==> src/rtl/epp_pkg.sv <==
package epp_pkg;

    localparam int unsigned EPP_DW = 8;

    typedef logic [EPP_DW-1:0] epp_byte_t;

    typedef enum logic [2:0] {
        ST_IDLE   = 3'd0,
        ST_ARM    = 3'd1,
        ST_SETUP  = 3'd2,
        ST_STROBE = 3'd3,
        ST_TERM   = 3'd4
    } epp_state_e;

    // One captured host request
    typedef struct packed {
        logic      rd;
        logic      addr;
        epp_byte_t wbyte;
    } epp_req_t;

    // Registered port-side drive
    typedef struct packed {
        logic      write_n;
        logic      dir;
        logic      oe;
        epp_byte_t dout;
    } epp_drive_t;

    localparam epp_drive_t DRIVE_IDLE = '{write_n: 1'b1, dir: 1'b1, oe: 1'b0, dout: '0};

    function automatic epp_drive_t drive_for(input epp_req_t r);
        epp_drive_t d;
        d.write_n = r.rd;
        d.dir     = r.rd;
        d.oe      = ~r.rd;
        d.dout    = r.rd ? '0 : r.wbyte;
        return d;
    endfunction

    function automatic logic in_hold_window(input epp_state_e s);
        return (s == ST_STROBE) || (s == ST_TERM);
    endfunction

endpackage

==> src/rtl/epp_wait_sync.sv <==
module epp_wait_sync #(
    parameter int unsigned STAGES = 2
) (
    input  logic clk,
    input  logic rst,
    input  logic async_n,
    output logic sync_n
);
    logic [STAGES-1:0] chain_q;

    generate
        if (STAGES == 1) begin : g_single
            always_ff @(posedge clk) begin
                if (rst) chain_q <= '1;
                else     chain_q <= async_n;
            end
        end else begin : g_multi
            always_ff @(posedge clk) begin
                if (rst) chain_q <= '1;
                else     chain_q <= {chain_q[STAGES-2:0], async_n};
            end
        end
    endgenerate

    assign sync_n = chain_q[STAGES-1];
endmodule

==> src/rtl/epp_ctrl_fsm.sv <==
module epp_ctrl_fsm
    import epp_pkg::*;
(
    input  logic       clk,
    input  logic       rst,
    input  logic       host_wr,
    input  logic       host_rd,
    input  logic       host_sel_addr,
    input  epp_byte_t  host_wdata,
    input  logic       wait_asserted,
    output epp_state_e state,
    output epp_req_t   cur,
    output logic       load_port,
    output logic       latch_rd,
    output logic       host_rdy,
    output logic       dstb_n,
    output logic       astb_n
);
    epp_state_e st_q;
    epp_req_t   cur_q;
    logic       released_q;
    logic       req_any;

    assign req_any = host_wr | host_rd;

    always_ff @(posedge clk) begin
        if (rst) begin
            st_q       <= ST_IDLE;
            cur_q      <= '0;
            released_q <= 1'b0;
        end else begin
            unique case (st_q)
                ST_IDLE: begin
                    if (req_any) begin
                        cur_q      <= '{rd: ~host_wr, addr: host_sel_addr, wbyte: host_wdata};
                        released_q <= 1'b0;
                        st_q       <= ST_ARM;
                    end
                end
                ST_ARM:    if (wait_asserted) st_q <= ST_SETUP;
                ST_SETUP:  st_q <= ST_STROBE;
                ST_STROBE: if (!wait_asserted) st_q <= ST_TERM;
                ST_TERM: begin
                    if (!req_any) released_q <= 1'b1;
                    if (wait_asserted && (released_q || !req_any)) st_q <= ST_IDLE;
                end
                default: st_q <= ST_IDLE;
            endcase
        end
    end

    assign state     = st_q;
    assign cur       = cur_q;
    assign load_port = (st_q == ST_ARM) && wait_asserted;
    assign latch_rd  = (st_q == ST_STROBE) && !wait_asserted && cur_q.rd;
    assign host_rdy  = !(req_any && !((st_q == ST_TERM) && !released_q));
    assign dstb_n    = !((st_q == ST_STROBE) && !cur_q.addr);
    assign astb_n    = !((st_q == ST_STROBE) && cur_q.addr);

    AST_STROBE_NEEDS_WAIT: assert property (@(posedge clk) disable iff (rst)
        ($fell(dstb_n) || $fell(astb_n)) |-> $past(wait_asserted, 2)) else $error("strobe without wait");

    AST_TERM_WAITS_CLOSE: assert property (@(posedge clk) disable iff (rst)
        (st_q == ST_TERM && !wait_asserted) |=> (st_q == ST_TERM)) else $error("closed early");
endmodule

==> src/rtl/epp_port_regs.sv <==
module epp_port_regs
    import epp_pkg::*;
(
    input  logic       clk,
    input  logic       rst,
    input  logic       load,
    input  logic       latch,
    input  logic       hold_window,
    input  epp_req_t   req,
    input  epp_byte_t  pd_in,
    output epp_drive_t drive,
    output epp_byte_t  rdata
);
    epp_drive_t drive_q;
    epp_byte_t  rdata_q;

    always_ff @(posedge clk) begin
        if (rst) begin
            drive_q <= DRIVE_IDLE;
            rdata_q <= '0;
        end else begin
            if (load)  drive_q <= drive_for(req);
            if (latch) rdata_q <= pd_in;
        end
    end

    assign drive = drive_q;
    assign rdata = rdata_q;

    AST_PORT_FROZEN: assert property (@(posedge clk) disable iff (rst)
        hold_window |-> $stable(drive_q)) else $error("port lines moved");
endmodule

==> src/rtl/epp_cycle_engine.sv <==
module epp_cycle_engine
    import epp_pkg::*;
#(
    parameter int unsigned SYNC_STAGES = 2
) (
    input  logic              clk,
    input  logic              rst,
    input  logic              host_wr,
    input  logic              host_rd,
    input  logic              host_sel_addr,
    input  logic [EPP_DW-1:0] host_wdata,
    output logic [EPP_DW-1:0] host_rdata,
    output logic              host_rdy,
    output logic [EPP_DW-1:0] pd_out,
    input  logic [EPP_DW-1:0] pd_in,
    output logic              pd_oe,
    output logic              pd_dir,
    output logic              port_write_n,
    output logic              port_dstb_n,
    output logic              port_astb_n,
    input  logic              port_wait_n
);
    logic       wait_sync_n;
    epp_state_e state;
    epp_req_t   cur;
    logic       load_port;
    logic       latch_rd;
    epp_drive_t drive;

    epp_wait_sync #(.STAGES(SYNC_STAGES)) u_sync (
        .clk     (clk),
        .rst     (rst),
        .async_n (port_wait_n),
        .sync_n  (wait_sync_n)
    );

    epp_ctrl_fsm u_fsm (
        .clk           (clk),
        .rst           (rst),
        .host_wr       (host_wr),
        .host_rd       (host_rd),
        .host_sel_addr (host_sel_addr),
        .host_wdata    (host_wdata),
        .wait_asserted (!wait_sync_n),
        .state         (state),
        .cur           (cur),
        .load_port     (load_port),
        .latch_rd      (latch_rd),
        .host_rdy      (host_rdy),
        .dstb_n        (port_dstb_n),
        .astb_n        (port_astb_n)
    );

    epp_port_regs u_regs (
        .clk         (clk),
        .rst         (rst),
        .load        (load_port),
        .latch       (latch_rd),
        .hold_window (in_hold_window(state)),
        .req         (cur),
        .pd_in       (pd_in),
        .drive       (drive),
        .rdata       (host_rdata)
    );

    assign pd_out       = drive.dout;
    assign pd_oe        = drive.oe;
    assign pd_dir       = drive.dir;
    assign port_write_n = drive.write_n;

    AST_STROBE_BLOCKS_HOST: assert property (@(posedge clk) disable iff (rst)
        ((!port_dstb_n || !port_astb_n) && (host_wr || host_rd)) |-> !host_rdy) else $error("ready during strobe");

    AST_SETUP_BEFORE_STROBE: assert property (@(posedge clk) disable iff (rst)
        ($fell(port_dstb_n) || $fell(port_astb_n)) |->
            (port_write_n == cur.rd) && (pd_dir == cur.rd) && (pd_oe == !cur.rd) &&
            (cur.rd || pd_out == cur.wbyte)) else $error("bad setup");

    AST_ONE_STROBE: assert property (@(posedge clk) disable iff (rst)
        $onehot0({!port_dstb_n, !port_astb_n})) else $error("two strobes");

    AST_RDATA_ON_RELEASE: assert property (@(posedge clk) disable iff (rst)
        ($past(state) == ST_STROBE && state == ST_TERM && cur.rd) |-> (host_rdata == $past(pd_in))) else $error("read capture");
endmodule

==> config.mk <==
export PLATFORM = sky130hd
export DESIGN_NAME = epp_cycle_engine
export DESIGN_NICKNAME = d
export VERILOG_FILES = /design/src/rtl/epp_pkg.sv /design/src/rtl/epp_wait_sync.sv /design/src/rtl/epp_ctrl_fsm.sv /design/src/rtl/epp_port_regs.sv /design/src/rtl/epp_cycle_engine.sv
export SDC_FILE = /design/constraint.sdc
export NUM_CORES = 1
export LEC_CHECK = 0
export ABC_AREA = 1
export ABC_CLOCK_PERIOD_IN_PS = 1600
export CORE_MARGIN = 2
export CORE_UTILIZATION = 44
export DETAILED_ROUTE_END_ITERATION = 6
export GPL_ROUTABILITY_DRIVEN = 0
export GPL_TIMING_DRIVEN = 0
export PLACE_DENSITY = 0.77
export SYNTH_ARGS = -nofsm -noshare
export SYNTH_HDL_FRONTEND = slang
export SYNTH_SLANG_ARGS = --single-unit
==> constraint.sdc <==
create_clock -name clk -period 1.6 [get_ports clk]
set_clock_uncertainty 0.2 [all_clocks]
set_input_delay 0.16 -clock clk [delete_from_list [all_inputs] [get_ports clk]]
set_output_delay 0.16 -clock clk [all_outputs]
set_load 0.01 [all_outputs]
[Word level (Yosys, flattened, before mapping)]
Cells that the tools add are included.
Storage, ports and cells
  bits in registers: 34
  output and inout port bits: 22
  input port bits: 22
  logic and storage cells: 53
Cells by class
  muxes and demuxes: 9
  reduce and logical (&&, ||, !) cells: 22
  bitwise logic cells: 3
  equality and inequality tests: 9
Operators by type and width (number)
  3-bit one-hot mux with 5 select lines: 1
  3-bit 2-to-1 mux: 4
  1-bit logical AND: 8
  1-bit zero test: 8
  8-bit 2-to-1 mux: 1
  3-bit by 2-bit == test with 1-bit output (second input constant): 2
  2-bit by 1-bit inequality test with 1-bit output (second input constant): 3
  2-bit inequality test (second input constant): 2
  4-bit AND reduction: 1
  3-bit by 1-bit == test with 1-bit output (second input constant): 1
  3-bit == test (second input constant): 1
  3-bit zero test: 1
  3-bit AND reduction: 1
  1-bit 2-to-1 mux: 2
  1-bit NOT: 2
  1-bit one-hot mux with 2 select lines: 1
  2-bit AND reduction: 1
  2-bit nonzero test: 1
  1-bit logical OR: 1
  1-bit OR: 1

[Logic depth before layout (Yosys ltp)]
Gate-level depths: netlist of run 1.
  word-level depth: 6
  gate-level depth with buffers: 8

[Modules after synthesis]
Synthesis of run 1 repeated with hierarchy kept, for this count alone.
Unflattened totals
  cells, all modules: 181
  area total of the unflattened synthesis: 1365.1 um2
By module, submodules not included
  epp_ctrl_fsm: cells each 90, seq. area each 280.3 um2, times used 1, area each 641.9 um2
  epp_port_regs: cells each 78, seq. area each 360.3 um2, times used 1, area each 640.6 um2
  epp_wait_sync: cells each 7, seq. area each 40.0 um2, times used 1, area each 58.8 um2
  epp_cycle_engine: cells each 6, seq. area each 0.0 um2, times used 1, area each 23.8 um2

[Worst setup path after synthesis of run 1]
Ideal clock, no wire load.
  path type: register to register
  start: register u_fsm.st_q[0], in the netlist u_fsm.state[0]
  end: register u_regs.rdata_q[0], in the netlist u_regs.rdata[0]
  setup time: 116 ps
  data required time: 1284 ps
  slack: 244 ps
  period minus slack after synthesis: 1356 ps
  cell stages (with the launch flop): 8
  path buffers: 0
  arrival time: 1040 ps
  cell sequence: dfxtp_1 > nand2_1 > nor2_2 > nand2_2 > nor2_4 > inv_2 > nor2_1 > nor2_1
Between the ends
  cells in the longest elaborated chain, start to end: 3
RTL lines
  start, declared: RTL line epp_ctrl_fsm.sv:19  | epp_state_e st_q;
  start signal, assigned: RTL line epp_ctrl_fsm.sv:28  | st_q <= ST_IDLE;
  start signal, assigned: RTL line epp_ctrl_fsm.sv:37  | st_q <= ST_ARM;
  start signal, assigned: RTL line epp_ctrl_fsm.sv:40  | ST_ARM: if (wait_asserted) st_q <= ST_SETUP;
  3-bit by 2-bit == test with 1-bit output: RTL line epp_ctrl_fsm.sv:55  | assign latch_rd = (st_q == ST_STROBE) && !wait_asserted && cur_q.rd;
  1-bit logical AND (2 in series): RTL line epp_ctrl_fsm.sv:55
  end signal, assigned: RTL line epp_port_regs.sv:23  | if (latch) rdata_q <= pd_in;
  end, declared: RTL line epp_port_regs.sv:15  | epp_byte_t rdata_q;
Every way passes these cells.
A chain may end at the register's enable or synchronous reset.

[Final worst setup path of run 1]
  start: register u_fsm.st_q[1], in the netlist u_fsm.state[1]
  end: output port host_rdy
Between the ends
  cells in the longest elaborated chain, start to end: 5
RTL lines
  3-bit == test: RTL line epp_ctrl_fsm.sv:56  | assign host_rdy = !(req_any && !((st_q == ST_TERM) && !released_q));
  1-bit logical AND: RTL line epp_ctrl_fsm.sv:56
  1-bit zero test: RTL line epp_ctrl_fsm.sv:56
  1-bit logical AND: RTL line epp_ctrl_fsm.sv:56
  1-bit zero test: RTL line epp_ctrl_fsm.sv:56
  end, declared: RTL line epp_cycle_engine.sv:13  | output logic host_rdy,
Every way passes these cells.

==> Implementation_results.wiki, run 1 <==
{| class="wikitable"
! Metric !! Value
|-
| Type of the setup path with the least slack || register to primary output
|-
| Critical Path RT || about 1.2 ns
|-
| Worst-path maximum fanout || 3
|-
| Antenna violations before repair || 0
|-
| Cell area power density || 1100 nW/um2
|-
| Post-synth top cells || sky130_fd_sc_hd__dfxtp_1, sky130_fd_sc_hd__nand2_1, sky130_fd_sc_hd__nor2_1
|-
| Root buffer cell || sky130_fd_sc_hd__clkbuf_4
|-
| Clock power share || between 20 and 25%
|-
| Count of antenna diodes in the layout || 0
|-
| R2r startpoint || u_fsm.state[1]$_SDFFE_PP0P_
|-
| Minimum hold slack || around 0.17 ns
|-
| Dominant synthesized flop cell || sky130_fd_sc_hd__dfxtp_1
|-
| Synthesized Nets || about 200
|-
| Number of global-route vias before repair || about 1200
|-
| End point of the worst hold path || u_sync.chain_q[0]$_SDFF_PP1_
|-
| Area of the core || 2810 um2
|-
| Grt total ovfl || 0
|-
| Clock transition at path regs || around 0.10 ns
|-
| Biggest area contributors in the synthesized netlist || sky130_fd_sc_hd__dfxtp_1, sky130_fd_sc_hd__nand2_1, sky130_fd_sc_hd__a21oi_1
|-
| Worst VDD drop || between 600 and 700 uV
|-
| Row count || 19
|-
| Netlist cell types || 20
|-
| Final hold violations || 0
|-
| Hold/Removal Path Class || input port to register
|-
| Most numerous cell in the Yosys netlist || sky130_fd_sc_hd__dfxtp_1
|-
| Total Wirelength || 3.34 mm
|-
| Die ar. || between 3000 and 4000 um2
|-
| All-layer global routing usage || 19.4%
|-
| Worst hold start || port_wait_n
|-
| Growth of design area from synthesis to finish || 51.2%
|-
| Mean area per synthesized cell || 7.60 um2
|-
| Cell count after placement || 247
|-
| Leakage || between 0.001 and 0.0015 uW
|-
| Result of the run || complete, no violations
|-
| Setup crit start kind || register
|-
| NetSw || between 700 and 800 uW
|-
| R2R Setup Slk || around 0.030 ns
|-
| Layout cells sized above 1 || about 17%
|-
| WP data arrival || 1.22 ns
|-
| Number of I/O pins || 44
|-
| Async set or reset register ratio after synthesis || 0%
|-
| Final ANT Viol Nets || 0
|-
| Cells on worst reg2reg path || 8
|-
| Die height || about 59 um
|-
| Pin count of the biggest net entering global routing || 11
|-
| Highest-delay cell along the critical path || sky130_fd_sc_hd__dfxtp_2
|-
| Reg2reg end || u_regs.drive[8]$_SDFFE_PP0P_
|-
| Vias || between 1000 and 1500
|-
| Switching power share of the total || approximately a third
|-
| Worst setup EP type || primary output
|-
| Crit-path cells || nor2_2 -> nand3_1 -> nand2_1 -> clkbuf_2
|-
| #FFs+latches synth || 34
|-
| Combinational cell fraction of total power || ~29%
|-
| Max Root-Sink Buffers || 2
|-
| Least-Margin Pin Slew || around 0.45 ns
|-
| Vias per cell || 5.03
|-
| Final Slew Violations || 0
|-
| Area leader, netlist || sky130_fd_sc_hd__dfxtp_1
|-
| DIE WIDTH || between 50 and 60 um
|-
| Number of enable flip-flop cells after synthesis || 0
|-
| Share of the clock period used by the worst path after layout || 98.5%
|-
| CTS tree || done
|-
| Proportion of netlist area held by the largest area contributor || between 50% and 60%
|-
| Insertion delay of the later-clocked pin in the worst-skew pair || approximately 0.34 ns
|-
| Clock buffer count from CTS || 5
|-
| Power share of the sequential group || about half
|-
| Mapped cell area || 1320 um2
|-
| Sequential-to-total area share from yosys stat || between 50% and 60%
|-
| Max-slew headroom || 69.8%
|-
| Total setup violations reported at the end of the flow || 0
|-
| Number of maximum-capacitance constraint violations || 0
|-
| Htree depth || 2
|-
| Total of buffers placed on input and output ports || 43
|-
| Starting density of the core || a little under half
|-
| Synth warnings || 0
|-
| Highest clock frequency the design can meet || 635 MHz
|-
| Post-CTS Hold Fix Bufs || 0
|-
| Tmin final || 1.58 ns
|-
| Drt first-iter violations || 54
|-
| Detailed-routing iteration count for the pre-antenna-repair pass || 4
|-
| Cell Count, Final, Fillers Out || 264
|-
| # clock sinks || 34
|-
| Syn Inst Count || about 170
|-
| DPL Wire Length || 2.18 mm
|-
| Number of nets at the end of the flow || about 250
|-
| Critical path's largest stage delay || roughly 0.35 ns
|-
| Number of cells on the worst hold path || 2
|-
| Remaining DRCs || 0
|-
| First-pass GRT wire length || between 4 and 5 mm
|-
| Wirelength per Cell || ~13 um
|-
| RSZ-0062 raised after global routing || yes
|-
| Final Util || 70.9%
|-
| Internal power || roughly 1500 uW
|}
cells by family after synthesis:
group	synth area share (%)
AND/OR/NAND/NOR	23.5
buffers and inverters	8.18
AO/OA/AOI/OAI	16.6
flip-flops	51.8
registers in the layout, indices dropped and copies added (netlist names):
register and flops:
u_fsm.cur 10, u_fsm.released_q 1, u_fsm.state 3, u_regs.drive 10
u_regs.rdata 8, u_sync.chain_q 2
metal layers:
metal / part of all wire, % / global-route usage [%] / vias up / wire, um
met5: 0 / 0 / - / 0
met4: 3.8 / 13.3 / 0 / 126
met3: 6.1 / 5.93 / 11 / 203
met2: 49 / 34.2 / 49 / 1650
met1: 41 / 19.4 / 595 / 1370
li1: - / - / 674 / -
final cells by class:
class                           instances  area, um2
Fill cell                             217        817
Sequential cell                        34        686
Multi-Input combinational cell        113        563
Timing Repair Buffer                   51        526
Inverter                               21       86.3
Clock buffer                            7       55.1
Tap cell                               31       38.8
Buffer                                  6       28.8
Clock inverter                          1       5.00
worst max-delay path: cells and delay by family, from the launching register on:
kind,cells,cell delay (ns)
buffers and inverters,1,0.13
DFF,1,0.35
and+or+nand+nor,3,0.39
through the flow:
step	worst slack (ns)	cell area [um2]	TNS (ns)	power (uW)
3_3_place_gp	-0.266	1780	-1.22	1550
4_1_cts	0.0000829	1890	0	2120
3_5_place_dp	-0.282	1780	-1.71	1570
6_report	0.0242	1990	0	2180
5_1_grt	-0.0467	1990	-0.127	2310
2_1_floorplan	0.244	1320	0	1380
what timing repair did:
item / 4_1_cts / 5_1_grt
cloned: 0 / 1
setup buffers: 4 / 4
pin swaps: 2 / 8
setup endpoints to repair: 6 / 46
gates resized for setup: 16 / 31
power groups by stage:
stage               clock (uW)  combinational [uW]  sequential [uW]
floorplan                    0                 326             1050
global placement             0                 494             1050
detailed placement           0                 513             1060
CTS                        504                 575             1040
global route               538                 699             1070
finish                     488                 634             1060
layout by cell type, fill, tap and decap left out, types with 2 or more instances in the layout:
cell type / netlist / final
sky130_fd_sc_hd__a21oi_1: 23 / 23
sky130_fd_sc_hd__buf_1: 2 / 2
sky130_fd_sc_hd__buf_2: 1 / 2
sky130_fd_sc_hd__buf_4: 1 / 7
sky130_fd_sc_hd__clkbuf_1: 1 / 2
sky130_fd_sc_hd__clkbuf_2: 1 / 3
sky130_fd_sc_hd__clkbuf_4: 0 / 5
sky130_fd_sc_hd__clkdlybuf4s50_1: 0 / 22
sky130_fd_sc_hd__dfxtp_1: 34 / 30
sky130_fd_sc_hd__dfxtp_2: 0 / 4
sky130_fd_sc_hd__dlygate4sd2_1: 0 / 3
sky130_fd_sc_hd__dlymetal6s2s_1: 0 / 15
sky130_fd_sc_hd__inv_1: 19 / 18
sky130_fd_sc_hd__nand2_1: 31 / 30
sky130_fd_sc_hd__nand2_2: 1 / 2
sky130_fd_sc_hd__nand3_1: 6 / 6
sky130_fd_sc_hd__nor2_1: 24 / 22
sky130_fd_sc_hd__nor2_2: 2 / 2
sky130_fd_sc_hd__nor2_4: 1 / 4
sky130_fd_sc_hd__o21ai_0: 19 / 16
sky130_fd_sc_hd__o21ai_1: 0 / 3
sky130_fd_sc_hd__or2_2: 2 / 2
how the worst max path moves through the flow:
stage / endpoint / cells after the start / startpoint / slack (ns)
after floorplan: u_regs.rdata[0]$_SDFFE_PP0P_ / 7 / u_fsm.state[0]$_SDFFE_PP0P_ / 0.24
after global placement: host_rdy / 5 / host_wr / -0.27
after detailed placement: host_rdy / 5 / host_wr / -0.28
after CTS: pd_out[1] / 1 / u_regs.drive[1]$_SDFFE_PP0P_ / 0.00008
after global routing: u_fsm.cur[2]$_SDFFE_PP0P_ / 6 / u_fsm.state[0]$_SDFFE_PP0P_ / -0.05
final: host_rdy / 4 / u_fsm.state[1]$_SDFFE_PP0P_ / 0.02
No activity file was read; power rests on OpenSTA's default activity.
==> run 2, diff against run 1 <==
CORE_UTILIZATION = 45   (was 44)
PLACE_DENSITY = 0.78   (was 0.77)
SYNTH_HIERARCHICAL = 1   (was default)
==> Implementation_results.wiki, run 2 <==
{| class="wikitable"
! Metric !! Value
|-
| Number of maximum-capacitance constraint violations || 0 (unchanged)
|-
| Leakage || 0.00100 uW (-5.7%)
|-
| All-layer global routing usage || 21.5% (+2.1 points)
|-
| Wirelength per Cell || 12.5 um (-1.0%)
|-
| First-pass GRT wire length || 5.60 mm (+13%)
|-
| Worst hold start || port_wait_n
|-
| DPL Wire Length || 2.29 mm (+4.9%)
|-
| Number of global-route vias before repair || 1359 (+11%)
|-
| Clock buffer count from CTS || 5 (unchanged)
|-
| Detailed-routing iteration count for the pre-antenna-repair pass || 6 (+2)
|-
| Most common library cell in the layout ignoring fill and taps || sky130_fd_sc_hd__dfxtp_1
|-
| Final Slew Violations || 0 (unchanged)
|-
| Die ar. || 3440 um2 (unchanged)
|-
| Mapped cell area || 1350 um2 (+2.3%)
|-
| Final hold violations || 0 (unchanged)
|-
| Antenna violations before repair || 0 (unchanged)
|-
| Clock transition at path regs || 0.09 ns (about the same)
|-
| Row count || 19 (unchanged)
|-
| Final setup TNS || 0 ns (unchanged)
|-
| Max-slew headroom || 80.6% (+11 points)
|-
| Final Util || 70.4% (-0.49 points)
|-
| Remaining DRCs || 4 (+4)
|-
| Insertion delay of the later-clocked pin in the worst-skew pair || 0.34 ns (about the same)
|-
| Count of antenna diodes in the layout || 0 (unchanged)
|-
| Crit-path cells || buf_6 -> nor2_4 -> nand2_2 -> o21ai_1 -> buf_2
|-
| Family with the most delay on the worst path || flip-flops
|-
| Pre-CTS setup slack || -0.274 ns (+0.00860 ns)
|-
| Max Root-Sink Buffers || 2 (unchanged)
|-
| RSZ-0062 raised after global routing || yes
|-
| Number of buffer and inverter instances along the worst setup path || 2 (+1)
|-
| Critical Path RT || 1.24 ns (about the same)
|-
| Mean area per synthesized cell || 7.64 um2 (+0.54%)
|-
| Overall power after layout || 1850 uW (-15%)
|-
| Violated checks || design-rule violations
|-
| Pin count of the biggest net entering global routing || 12 (+1)
|-
| Worst-path maximum fanout || 3 (unchanged)
|-
| Result of the run || finished, violations left
|-
| Tmin final || 1.59 ns (+0.0188 ns)
|-
| Starting density of the core || 47.9% (+1.1 points)
|-
| Area of the core || 2810 um2 (unchanged)
|-
| Drt first-iter violations || 29 (-46%)
|-
| Final ANT Viol Nets || 0 (unchanged)
|-
| Highest clock frequency the design can meet || 627 MHz (-1.2%)
|-
| Die height || 58.7 um (unchanged)
|-
| CTS tree || done
|-
| Synth warnings || 6 (+6)
|-
| Grt total ovfl || 0 (unchanged)
|-
| Hold/Removal Path Class || input port to register
|-
| Type of the setup path with the least slack || register to primary output
|-
| Highest-delay cell along the critical path || sky130_fd_sc_hd__dfxtp_4
|-
| Worst setup EP type || primary output
|-
| Total setup violations reported at the end of the flow || 0 (unchanged)
|-
| Top library cells by usage in the layout, fill and taps aside || sky130_fd_sc_hd__dfxtp_1, sky130_fd_sc_hd__inv_1, sky130_fd_sc_hd__nand2_1
|-
| Cell area power density || 939 nW/um2 (-14%)
|-
| Htree depth || 2 (unchanged)
|-
| # clock sinks || 34 (unchanged)
|-
| Total Wirelength || 3.33 mm (-0.27%)
|-
| Worst VDD drop || 651 uV (-6.6%)
|-
| Critical path's largest stage delay || 0.36 ns (about the same)
|-
| Number of nets at the end of the flow || 256 (+0.79%)
|-
| Layout cells sized above 1 || 17.9% (+0.70 points)
|-
| Vias || 1360 (+2.3%)
|-
| Least-Margin Pin Slew || 0.290 ns (-0.163 ns)
|-
| Share of the clock period used by the worst path after layout || 99.7% (+1.2 points)
|-
| Root buffer cell || sky130_fd_sc_hd__clkbuf_4
|-
| Syn Inst Count || 176 (+1.7%)
|-
| Total of buffers placed on input and output ports || 43 (unchanged)
|-
| Vias per cell || 5.11 (+1.6%)
|-
| Setup crit start kind || register
|-
| R2r startpoint || u_fsm/state[0]$_SDFFE_PP0P_
|-
| Growth of design area from synthesis to finish || 46.8%
|-
| DIE WIDTH || 58.7 um (unchanged)
|-
| WP data arrival || 1.23 ns (about the same)
|-
| Synthesized Nets || 198 (+1.5%)
|-
| Number of I/O pins || 44 (unchanged)
|-
| Worst-case setup margin in the final layout || 0.00535 ns (-0.0188 ns)
|-
| Crit path launch || u_fsm/state[0]$_SDFFE_PP0P_
|}
run 2: cell types whose count changed in the layout (fill, tap and decap cells not counted), moves of 6 or more:
cell,before,now
sky130_fd_sc_hd__nand3_1,6,12
sky130_fd_sc_hd__nand2_1,30,22
sky130_fd_sc_hd__o21ai_1,3,11
sky130_fd_sc_hd__dlymetal6s2s_1,15,8
sky130_fd_sc_hd__dlygate4sd2_1,3,11
run 2: worst paths after layout:
path / end / slack, ns / cells past startpoint
worst min-delay path: u_sync/chain_q[0]$_SDFF_PP1_ / 0.15 / 3
worst max-delay path: host_rdy / 0.005 / 5
worst min register to register: u_sync/chain_q[1]$_SDFF_PP1_ / 0.23 / 2
worst max register to register: u_regs/rdata[0]$_SDFFE_PP0P_ / 0.07 / 8
run 2: area by class of cell:
| cell class | count | area [um2] |
|---|---|---|
| tap | 31 | 38.8 |
| clock buffer | 6 | 51.3 |
| buffer | 5 | 46.3 |
| inverter | 29 | 114 |
| multi-input combinational | 108 | 532 |
| clock inverter | 2 | 12.5 |
| timing repair buffer | 51 | 489 |
| fill | 248 | 831 |
| sequential | 34 | 691 |
run 2: power by group:
| group | switching, uW | internal (uW) | total (uW) |
|---|---|---|---|
| Clock | 292 | 211 | 503 |
| Sequential | 41.5 | 916 | 958 |
| Combinational | 213 | 180 | 393 |
run 2: repair_timing:
action,in CTS,in global routing
hold buffers,0,0
resized for setup,35,13
pin swaps,3,6
setup buffers,5,3
setup endpoints to repair,23,24
run 2: routing by layer:
layer	vias up	wire (um)	global-route usage, %
met2	39	1710	40.4
met5	-	0	0
met4	0	62	8.12
li1	685	-	-
met3	8	253	8.57
met1	628	1310	20.8
run 2: metrics by stage:
step | hold WS [ns] | std cells | area (um2)
global placement | 0.197 | 250 | 1810
floorplan | 0.0291 | 176 | 1350
global route | 0.165 | 266 | 1970
detailed placement | 0.201 | 250 | 1810
CTS | 0.154 | 263 | 1910
finish | 0.154 | 266 | 1970
run 2: worst min-delay path, cell delays in order:
cell and delay (ns):
sky130_fd_sc_hd__clkdlybuf4s50_1 0.40, sky130_fd_sc_hd__inv_1 0.05, sky130_fd_sc_hd__nand2_1 0.04
